[config.mk]
export PLATFORM = sky130hd
export DESIGN_NAME = wb_cache_ctrl
export DESIGN_NICKNAME = d
export VERILOG_FILES = /design/src/rtl/wb_cache_ctrl.sv
export SDC_FILE = /design/constraint.sdc
export NUM_CORES = 1
export LEC_CHECK = 0
export BUFFER_PORTS_ARGS = -buffer_cell sky130_fd_sc_hd__buf_2
export CAP_MARGIN = 20
export CORE_UTILIZATION = 45
export CTS_CLUSTER_SIZE = 25
export DETAILED_ROUTE_END_ITERATION = 8
export SYNTH_ARGS = -nofsm -noshare
export SYNTH_HDL_FRONTEND = slang
export SYNTH_SLANG_ARGS = --single-unit
[constraint.sdc]
create_clock -name clk -period 10 [get_ports clk]
set_input_delay 1.5 -clock clk [delete_from_list [all_inputs] [get_ports clk]]
set_output_delay 1.5 -clock clk [all_outputs]
set_load 0.005 [all_outputs]
[src/rtl/wb_cache_ctrl.sv]
module wb_cache_ctrl #(
  parameter int CACHE_BYTES = 256,
  parameter int LINE_BYTES  = 16,
  parameter int WAYS        = 4,
  parameter int ADDR_W      = 16,
  parameter int CNT_W       = 16
) (
  input  logic              clk,
  input  logic              rst_n,
  input  logic [1:0]        policy,
  input  logic              req_valid,
  input  logic              req_write,
  input  logic [ADDR_W-1:0] req_addr,
  input  logic              inval_start,
  output logic              resp_valid,
  output logic              resp_hit,
  output logic              resp_evict,
  output logic              resp_wb,
  output logic              inval_busy,
  output logic              flush_wb,
  output logic              inval_done,
  output logic [CNT_W-1:0]  hit_count,
  output logic [CNT_W-1:0]  miss_count,
  output logic [CNT_W-1:0]  evict_count,
  output logic [CNT_W-1:0]  wb_count
);
  localparam int SETS  = CACHE_BYTES / (LINE_BYTES * WAYS);
  localparam int OFF_W = $clog2(LINE_BYTES);
  localparam int IDX_W = $clog2(SETS);
  localparam int TAG_W = ADDR_W - OFF_W - IDX_W;
  localparam int RW    = $clog2(WAYS);
  localparam int LINES = SETS * WAYS;
  localparam int PW    = $clog2(LINES + 1);
  localparam logic [1:0] POL_FIFO = 2'd0;
  localparam logic [1:0] POL_MRU  = 2'd2;

  logic [WAYS-1:0]  valid [SETS];
  logic [WAYS-1:0]  dirty [SETS];
  logic [TAG_W-1:0] tags  [SETS][WAYS];
  logic [RW-1:0]    urank [SETS][WAYS];
  logic [RW-1:0]    frank [SETS][WAYS];
  logic [PW-1:0]    ptr;

  wire [IDX_W-1:0] idx    = req_addr[OFF_W +: IDX_W];
  wire [TAG_W-1:0] tg     = req_addr[ADDR_W-1 -: TAG_W];
  wire             accept = req_valid && !inval_busy && !inval_start;
  logic unused_offset;
  assign unused_offset = ^req_addr[OFF_W-1:0];

  logic          hit, have_inv, evict, wb_need;
  logic [RW-1:0] hway, iway, vway, tway;

  always_comb begin
    hit = 1'b0; hway = '0; have_inv = 1'b0; iway = '0; vway = '0;
    for (int w = 0; w < WAYS; w++)
      if (valid[idx][w] && tags[idx][w] == tg) begin hit = 1'b1; hway = RW'(w); end
    for (int w = WAYS - 1; w >= 0; w--)
      if (!valid[idx][w]) begin have_inv = 1'b1; iway = RW'(w); end
    for (int w = 0; w < WAYS; w++) begin
      if (policy == POL_FIFO) begin
        if (frank[idx][w] == RW'(WAYS - 1)) vway = RW'(w);
      end else if (policy == POL_MRU) begin
        if (urank[idx][w] == '0) vway = RW'(w);
      end else begin
        if (urank[idx][w] == RW'(WAYS - 1)) vway = RW'(w);
      end
    end
    tway    = hit ? hway : (have_inv ? iway : vway);
    evict   = !hit && !have_inv;
    wb_need = evict && dirty[idx][vway];
  end

  wire [IDX_W-1:0] fset = IDX_W'(32'(ptr) / WAYS);
  wire [RW-1:0]    fway = RW'(32'(ptr) % WAYS);

  always_ff @(posedge clk) begin
    if (!rst_n) begin
      for (int s = 0; s < SETS; s++) begin
        valid[s] <= '0;
        dirty[s] <= '0;
        for (int w = 0; w < WAYS; w++) begin
          tags[s][w]  <= '0;
          urank[s][w] <= RW'(w);
          frank[s][w] <= RW'(w);
        end
      end
      ptr <= '0; inval_busy <= 1'b0; flush_wb <= 1'b0; inval_done <= 1'b0;
      resp_valid <= 1'b0; resp_hit <= 1'b0; resp_evict <= 1'b0; resp_wb <= 1'b0;
      hit_count <= '0; miss_count <= '0; evict_count <= '0; wb_count <= '0;
    end else begin
      resp_valid <= 1'b0;
      flush_wb   <= 1'b0;
      inval_done <= 1'b0;
      if (inval_busy) begin
        if (ptr == PW'(LINES)) begin
          inval_busy <= 1'b0;
          inval_done <= 1'b1;
        end else begin
          if (valid[fset][fway] && dirty[fset][fway]) begin
            flush_wb <= 1'b1;
            wb_count <= wb_count + 1'b1;
          end
          valid[fset][fway] <= 1'b0;
          dirty[fset][fway] <= 1'b0;
          ptr <= ptr + 1'b1;
        end
      end else if (inval_start) begin
        inval_busy <= 1'b1;
        ptr        <= '0;
      end else if (accept) begin
        resp_valid <= 1'b1;
        resp_hit   <= hit;
        resp_evict <= evict;
        resp_wb    <= wb_need;
        if (hit) hit_count <= hit_count + 1'b1;
        else     miss_count <= miss_count + 1'b1;
        if (evict)   evict_count <= evict_count + 1'b1;
        if (wb_need) wb_count <= wb_count + 1'b1;
        valid[idx][tway] <= 1'b1;
        tags[idx][tway]  <= tg;
        dirty[idx][tway] <= hit ? (dirty[idx][tway] | req_write) : req_write;
        for (int w = 0; w < WAYS; w++) begin
          if (RW'(w) == tway) urank[idx][w] <= '0;
          else if (urank[idx][w] < urank[idx][tway]) urank[idx][w] <= urank[idx][w] + 1'b1;
          if (!hit) begin
            if (RW'(w) == tway) frank[idx][w] <= '0;
            else if (frank[idx][w] < frank[idx][tway]) frank[idx][w] <= frank[idx][w] + 1'b1;
          end
        end
      end
    end
  end

  assert_resp_follows_req_R10: assert property (@(posedge clk) disable iff (!rst_n)
    accept |=> resp_valid);
  assert_no_spurious_resp_R10: assert property (@(posedge clk) disable iff (!rst_n)
    !accept |=> !resp_valid);
  assert_wb_needs_evict_R2: assert property (@(posedge clk) disable iff (!rst_n)
    (resp_valid && resp_wb) |-> resp_evict);
  assert_hit_never_evicts_R3: assert property (@(posedge clk) disable iff (!rst_n)
    (resp_valid && resp_hit) |-> !resp_evict);
  assert_flush_inside_walk_R8: assert property (@(posedge clk) disable iff (!rst_n)
    flush_wb |-> inval_busy);
  assert_done_ends_walk_R8: assert property (@(posedge clk) disable iff (!rst_n)
    inval_done |-> (!inval_busy && $fell(inval_busy)));
  assert_hit_count_step_R9: assert property (@(posedge clk) disable iff (!rst_n)
    (resp_valid && resp_hit) |-> hit_count == $past(hit_count) + 1'b1);
  assert_miss_count_step_R9: assert property (@(posedge clk) disable iff (!rst_n)
    (resp_valid && !resp_hit) |-> miss_count == $past(miss_count) + 1'b1);
endmodule

==> run_results.csv, run 1 <==
group,metric,value,unit
outcome,outcome,"finished clean",
synth,mappedNetlistArea,0.01672,mm^2
setup_path,max_stage_delay,0.88,ns
clock_tree,path_clk_slew,0.06,ns
global_routing,antenna_found_initial,0,
global_routing,grt_usage,22.81,%
timing,fin_skew,0.02427,ns
timing,period_share,69.63,%
route,drtPass1Iterations,9,
synth,synth_most_common_cell,"edfxtp_1",
power_and_ir_drop,irDropWorstVdd,0.0001209,V
setup_path,arrival,7.12,ns
clock_tree,cts_made_buffers,37,
global_routing,grt_pass1_vias,11760,
synth,avgSynthCellArea,11.54,um^2
setup_path,crit_buf_inv,3,
synth,synth_edf_count,256,
route,num_vias,11760,
cells_and_area,n_fill_cell,3211,
setup_path,critPathRequiredTime,10.16,ns
timing,worstMarginPinSlew,1.162,ns
cells_and_area,diodes,0,
setup_path,worstSetupPathType,"primary input to register",
route,vias_per_cell,5.880,
route,ant_nets,0,
die,fp-row-count,70,
placement,hpwl,27.70,mm
timing,rsz0062_at_grt,"no",
timing,relSlewSlack,22.54,%
placement,pre_cts_ws,2.481,ns
die,initial_core_util,45.66,%
placement,port_buffers,89,
synth,synth_warnings,0,
setup_path,crit_chain,"buf_4, buf_4, mux4_2, xor2_1, nor4_1, o2111ai_1, a2bb2o_1, o41ai_4, buf_4, a222oi_1, a22oi_1, o41ai_1",
clock_tree,htreeDepth,2,
setup_path,slowest_stage,"a222oi_1",
die,io_pins,94,
cells_and_area,synthToLayoutAreaGrowth,12.45,%
route,first_iter_violations,962,
setup_path,critical_path.most_common_cell,"buf_4",
route,wire_per_inst,21.36,um
synth,syn_nets,1493,
global_routing,grt_max_degree,79,
timing,fin_setup_tns,0,ns
placement,gp_congestion,0.8520,
die,dieArea,0.03792,mm^2
timing,fmax,143.6,MHz
die,die_w,194.7,um
synth,ys_seq_area_share,55.33,%
timing,setup_violations,0,
clock_tree,cts_hold_buf,0,
global_routing,grt_overflow_total,0,
clock_tree,cts_tree,"done",
timing,hold_viol,0,
clock_tree,cts_resized,0,
synth,ys_ff_latch,334,
synth,async_flop_share,0,%
clock_tree,numClockSinks,334,
synth,synth_ff_type,"edfxtp_1",
global_routing,grt_pass1_wl,67.03,mm
synth,yosys.area.top_type,"edfxtp_1",
flow_run,maxCapViolations,0,
timing,post-route-min-period,6.963,ns
synth,ys_top_cells_by_area,"edfxtp_1 (46%), dfxtp_1 (9.3%), mux4_2 (7.9%)",
setup_path,cp_top_family,"compound AO/OA/AOI/OAI gates",
die,core,0.03661,mm^2
power_and_ir_drop,total_power,3.184,mW
setup_path,crit_path_end_kind,"register",
timing,worst_slack,3.037,ns
clock_tree,root_buffer,"clkbuf_16",
cells_and_area,nets,1548,
setup_path,worstPathMaxFanout,31,
route,drc,0,
setup_path,cp-start-kind,"primary input",
cells_and_area,utilization,51.35,%
clock_tree,postCtsSetupBuffers,0,
clock_tree,clk_path_buf_depth,3,
synth,synth_common_cells,"edfxtp_1 (256), and3_1 (178), nor2_1 (140)",
power_and_ir_drop,p_leak,7.337,nW
timing,slew_viol_final,0,
placement,placed_area,0.01758,mm^2
power_and_ir_drop,power_density,169.4,mW/mm^2
die,dieHeight,194.7,um
synth,synth_cell_type_count,77,
cells_and_area,drive_above_1_share,16.84,%
synth,synthCells,1449,
route,wl,42.72,mm
synth,synth.top_cell.area_share,45.99,%
clock_tree,insertion_delay,0.55,ns
hold_path,worstHoldPathType,"register to register",
cells_and_area,final_area,0.01880,mm^2
-- sequential cells by signal (all words and copies together) (netlist names), named ones only --
| name | flops |
|---|---|
| evict_count | 16 |
| resp_hit | 1 |
| ptr | 5 |
| miss_count | 16 |
| dirty | 16 |
| resp_wb | 1 |
| tags | 160 |
| inval_busy | 1 |
| wb_count | 16 |
| urank | 32 |
| inval_done | 1 |
| valid | 16 |
| resp_evict | 1 |
| flush_wb | 1 |
| resp_valid | 1 |
| hit_count | 16 |
| frank | 32 |
-- placed cells by master, fill, tap and decap left out, drive strengths merged, types with 4 or more instances in the layout --
cell type,instances
nor3,37
nand4,21
nand2b,12
buf,121
and2,16
clkinv,18
or3,16
a211o,4
dfxtp,78
mux4,59
nand3,30
edfxtp,256
ha,21
inv,33
nand2,114
o31ai,11
a21oi,43
mux2i,22
a211oi,5
o21ai,54
a31oi,8
o21bai,5
o211ai,12
and3,178
xnor2,56
or4,4
nor4,9
nor3b,4
nor2,140
xor2,34
clkbuf,46
o41ai,7
-- report_power, final --
| part | switching (mW) | internal, mW |
|---|---|---|
| clock network | 0.562 | 0.781 |
| logic | 0.195 | 0.0989 |
| registers | 0.0146 | 1.53 |
| total | 0.771 | 2.41 |
-- cell type report --
type                            count  area [um^2]  area share [%]
Clock buffer                       46         1021           5.431
Inverter                           33        123.9          0.6589
Sequential cell                   334         9249           49.20
Tap cell                          468        585.6           3.115
Clock inverter                     21        182.7          0.9718
Timing Repair Buffer              121        685.7           3.648
Multi-Input combinational cell    977         6950           36.97
-- worst register-to-register path: cells and delay by family (launching register included) --
kind	cells	cell delay, ns
compound gates	5	2.71
xor+xnor	1	0.20
buf+inv	1	0.26
flops	1	0.36
mux	1	0.49
simple gates	2	1.03
-- kinds of logic (layout without fill, tap and decap cells) --
group,Yosys count,in the layout,share of synthesized area [%]
AOI/OAI and AO/OA,186,186,7.283
xor gates and xnor gates,90,90,4.716
adders and majority gates,24,24,1.759
buffers and inverters,138,221,3.286
DFF,334,334,55.33
muxes,84,84,9.469
and+or+nand+nor,593,593,18.16
-- worst paths after layout --
kind             startpoint  slack (ns)        endpoint  depth (start not counted)
min reg2reg  miss_count[15]        0.49  miss_count[15]                          2
min          miss_count[15]        0.49  miss_count[15]                          2
max reg2reg     tags[2][32]        4.57     frank[1][2]                         10
max             req_addr[4]        3.04     frank[1][2]                         12
-- metrics by stage --
stage | std cells | hold WS, ns
after floorplan | 1449 | 0.4715
after global placement | 1931 | 0.4676
after detailed placement | 1931 | 0.4783
after CTS | 1998 | 0.4885
after global routing | 2000 | 0.5048
final | 2000 | 0.4863
-- metal layers --
metal / up-vias / track usage [%] / part of all wire (%)
met5: - / 0 / 0
met2: 358 / 37.93 / 48
met1: 5824 / 31.08 / 44
li1: 5515 / - / -
met4: 0 / 6.328 / 2.0
met3: 63 / 3.522 / 6.1
Power figures use the tool's default switching activity.
==> inputs of run 2 (changes only) <==
clock period = 7.2 ns   (was 10 ns; I/O delays follow)
==> run 2 against run 1 <==
Net effect:
- routed wire length up 1.2%
- via count up 0.54%
- non-clock buffer count up 7
- die area unchanged
- hold slack worse by 0.0093 ns
- worst setup slack worse by 1.4 ns
- critical path depth up 6
- count of clock-buffer cells in the layout up 7
- first-iteration DRC count up 23%
- clock skew down 0.0044 ns
- sequential power up 39%
- combinational power up 41%
- largest power group unchanged
- highest routed layer unchanged
==> run_results.csv, run 2 (synthesis results as in run 1) <==
group,metric,value,unit
outcome,outcome,"finished clean",
placement,port_buffers,89,
die,dieHeight,194.7,um
timing,worstMarginPinSlew,1.124,ns
placement,placed_area,0.01767,mm^2
clock_tree,cts_hold_buf,0,
cells_and_area,utilization,51.44,%
placement,hpwl,27.57,mm
timing,fin_skew,0.01984,ns
power_and_ir_drop,irDropWorstVdd,0.0002475,V
setup_path,worstPathMaxFanout,37,
setup_path,arrival,5.86,ns
route,first_iter_violations,1186,
hold_path,holdPathEnd,"miss_count[15]",
cells_and_area,final_area,0.01883,mm^2
cells_and_area,layout_common_cells,"edfxtp_1 (256), and3_1 (178), nor2_1 (138), nand2_1 (114), buf_2 (89)",
global_routing,grt_pass1_wl,67.70,mm
timing,period_share,77.86,%
clock_tree,htreeDepth,2,
timing,timing.hold.ws,0.4771,ns
timing,rsz0062_at_grt,"no",
die,initial_core_util,45.66,%
global_routing,antenna_found_initial,0,
timing,hold_viol,0,
timing,relSlewSlack,24.79,%
clock_tree,path_clk_slew,0.06,ns
timing,post-route-min-period,5.606,ns
setup_path,crit_path_end_kind,"register",
setup_path,critPathRequiredTime,7.45,ns
cells_and_area,drive_above_1_share,16.76,%
setup_path,worstSetupPathType,"primary input to register",
clock_tree,clk_path_buf_depth,3,
die,dieArea,0.03792,mm^2
timing,setup_violations,0,
hold_path,min_path_cells,2,
power_and_ir_drop,power_density,233.1,mW/mm^2
global_routing,grt_usage,23.05,%
clock_tree,postCtsSetupBuffers,0,
route,num_vias,11820,
clock_tree,cts_tree,"done",
global_routing,grt_max_degree,79,
clock_tree,cts_resized,0,
die,core,0.03661,mm^2
cells_and_area,nets,1555,
global_routing,grt_overflow_total,0,
clock_tree,numClockSinks,334,
route,wl,43.23,mm
timing,fin_setup_tns,0,ns
cells_and_area,largest_reg_flops,160,
setup_path,worst_r2r_path_depth,11,
clock_tree,root_buffer,"clkbuf_16",
placement,gp_congestion,0.8585,
hold_path,holdCritStartpoint,"miss_count[15]",
timing,slew_viol_final,0,
die,io_pins,94,
die,die_w,194.7,um
placement,dpl.cell_count,1939,
cells_and_area,layout_commonest_cell,"edfxtp_1",
route,wire_per_inst,21.54,um
flow_run,maxCapViolations,0,
route,ant_nets,0,
cells_and_area,top_regs,"tags: 160 flops, frank: 32 flops, urank: 32 flops",
route,vias_per_cell,5.891,
power_and_ir_drop,p_leak,7.358,nW
cells_and_area,top_register,"tags",
setup_path,r2r_slack,2.29,ns
clock_tree,insertion_delay,0.54,ns
setup_path,cp-start-kind,"primary input",
setup_path,timing.rr.end,"urank[1][3]",
timing,worst_slack,1.594,ns
clock_tree,cts_made_buffers,37,
power_and_ir_drop,total_power,4.390,mW
cells_and_area,diodes,0,
placement,pre_cts_ws,1.055,ns
route,drtPass1Iterations,5,
global_routing,grt_pass1_vias,11780,
die,fp-row-count,70,
route,drc,0,
hold_path,worstHoldPathType,"register to register",
cells_and_area,finalNonFillerCells,2007,
setup_path,r2r-start,"tags[3][20]",
timing,fmax,178.4,MHz
cells_and_area,synthToLayoutAreaGrowth,12.66,%
[run 2: cell type report]
class,count,area (um^2)
fill,3233,17780
clock buffer,53,1057
tap,468,585.6
timing repair buffer,128,763.2
sequential,334,9249
multi-input combinational,977,6950
clock inverter,14,103.9
inverter,33,123.9
[run 2: worst max path at each step]
stage                     start           to  slack [ns]
global route        req_addr[4]  urank[1][3]        1.22
detailed placement  req_addr[4]  urank[2][1]        1.06
CTS                 req_addr[4]  urank[2][1]        1.60
floorplan           req_addr[4]  urank[3][1]        0.11
finish              req_addr[4]  urank[1][1]        1.59
global placement    req_addr[4]  urank[3][2]        1.12
[run 2: critical path, stage by stage]
cell      delay (ns)
buf_4           0.29
buf_12          0.33
mux4_2          0.65
ha_1            0.27
mux2_2          0.26
mux2i_1         0.40
nand2_1         0.10
o41ai_1         0.32
o211ai_1        0.26
nor2_1          0.19
nand2_1         0.08
o21ai_0         0.07
a221oi_1        0.11
buf_4           0.18
ha_1            0.20
or4_1           0.51
o21ai_0         0.39
nand2_1         0.11
[run 2: report_power, final]
part	internal (mW)	switching [mW]
clock	1.06	0.767
combinational	0.141	0.274
sequential	2.13	0.0201
[run 2: per-layer routing]
| metal | global-route usage, % | vias to the layer above | wire, um |
|---|---|---|---|
| met5 | 0 | - | 0 |
| met4 | 7.524 | 0 | 1027 |
| met3 | 4.286 | 74 | 3072 |
| met2 | 36.77 | 407 | 20120 |
| met1 | 31.79 | 5819 | 19010 |
| li1 | - | 5523 | - |
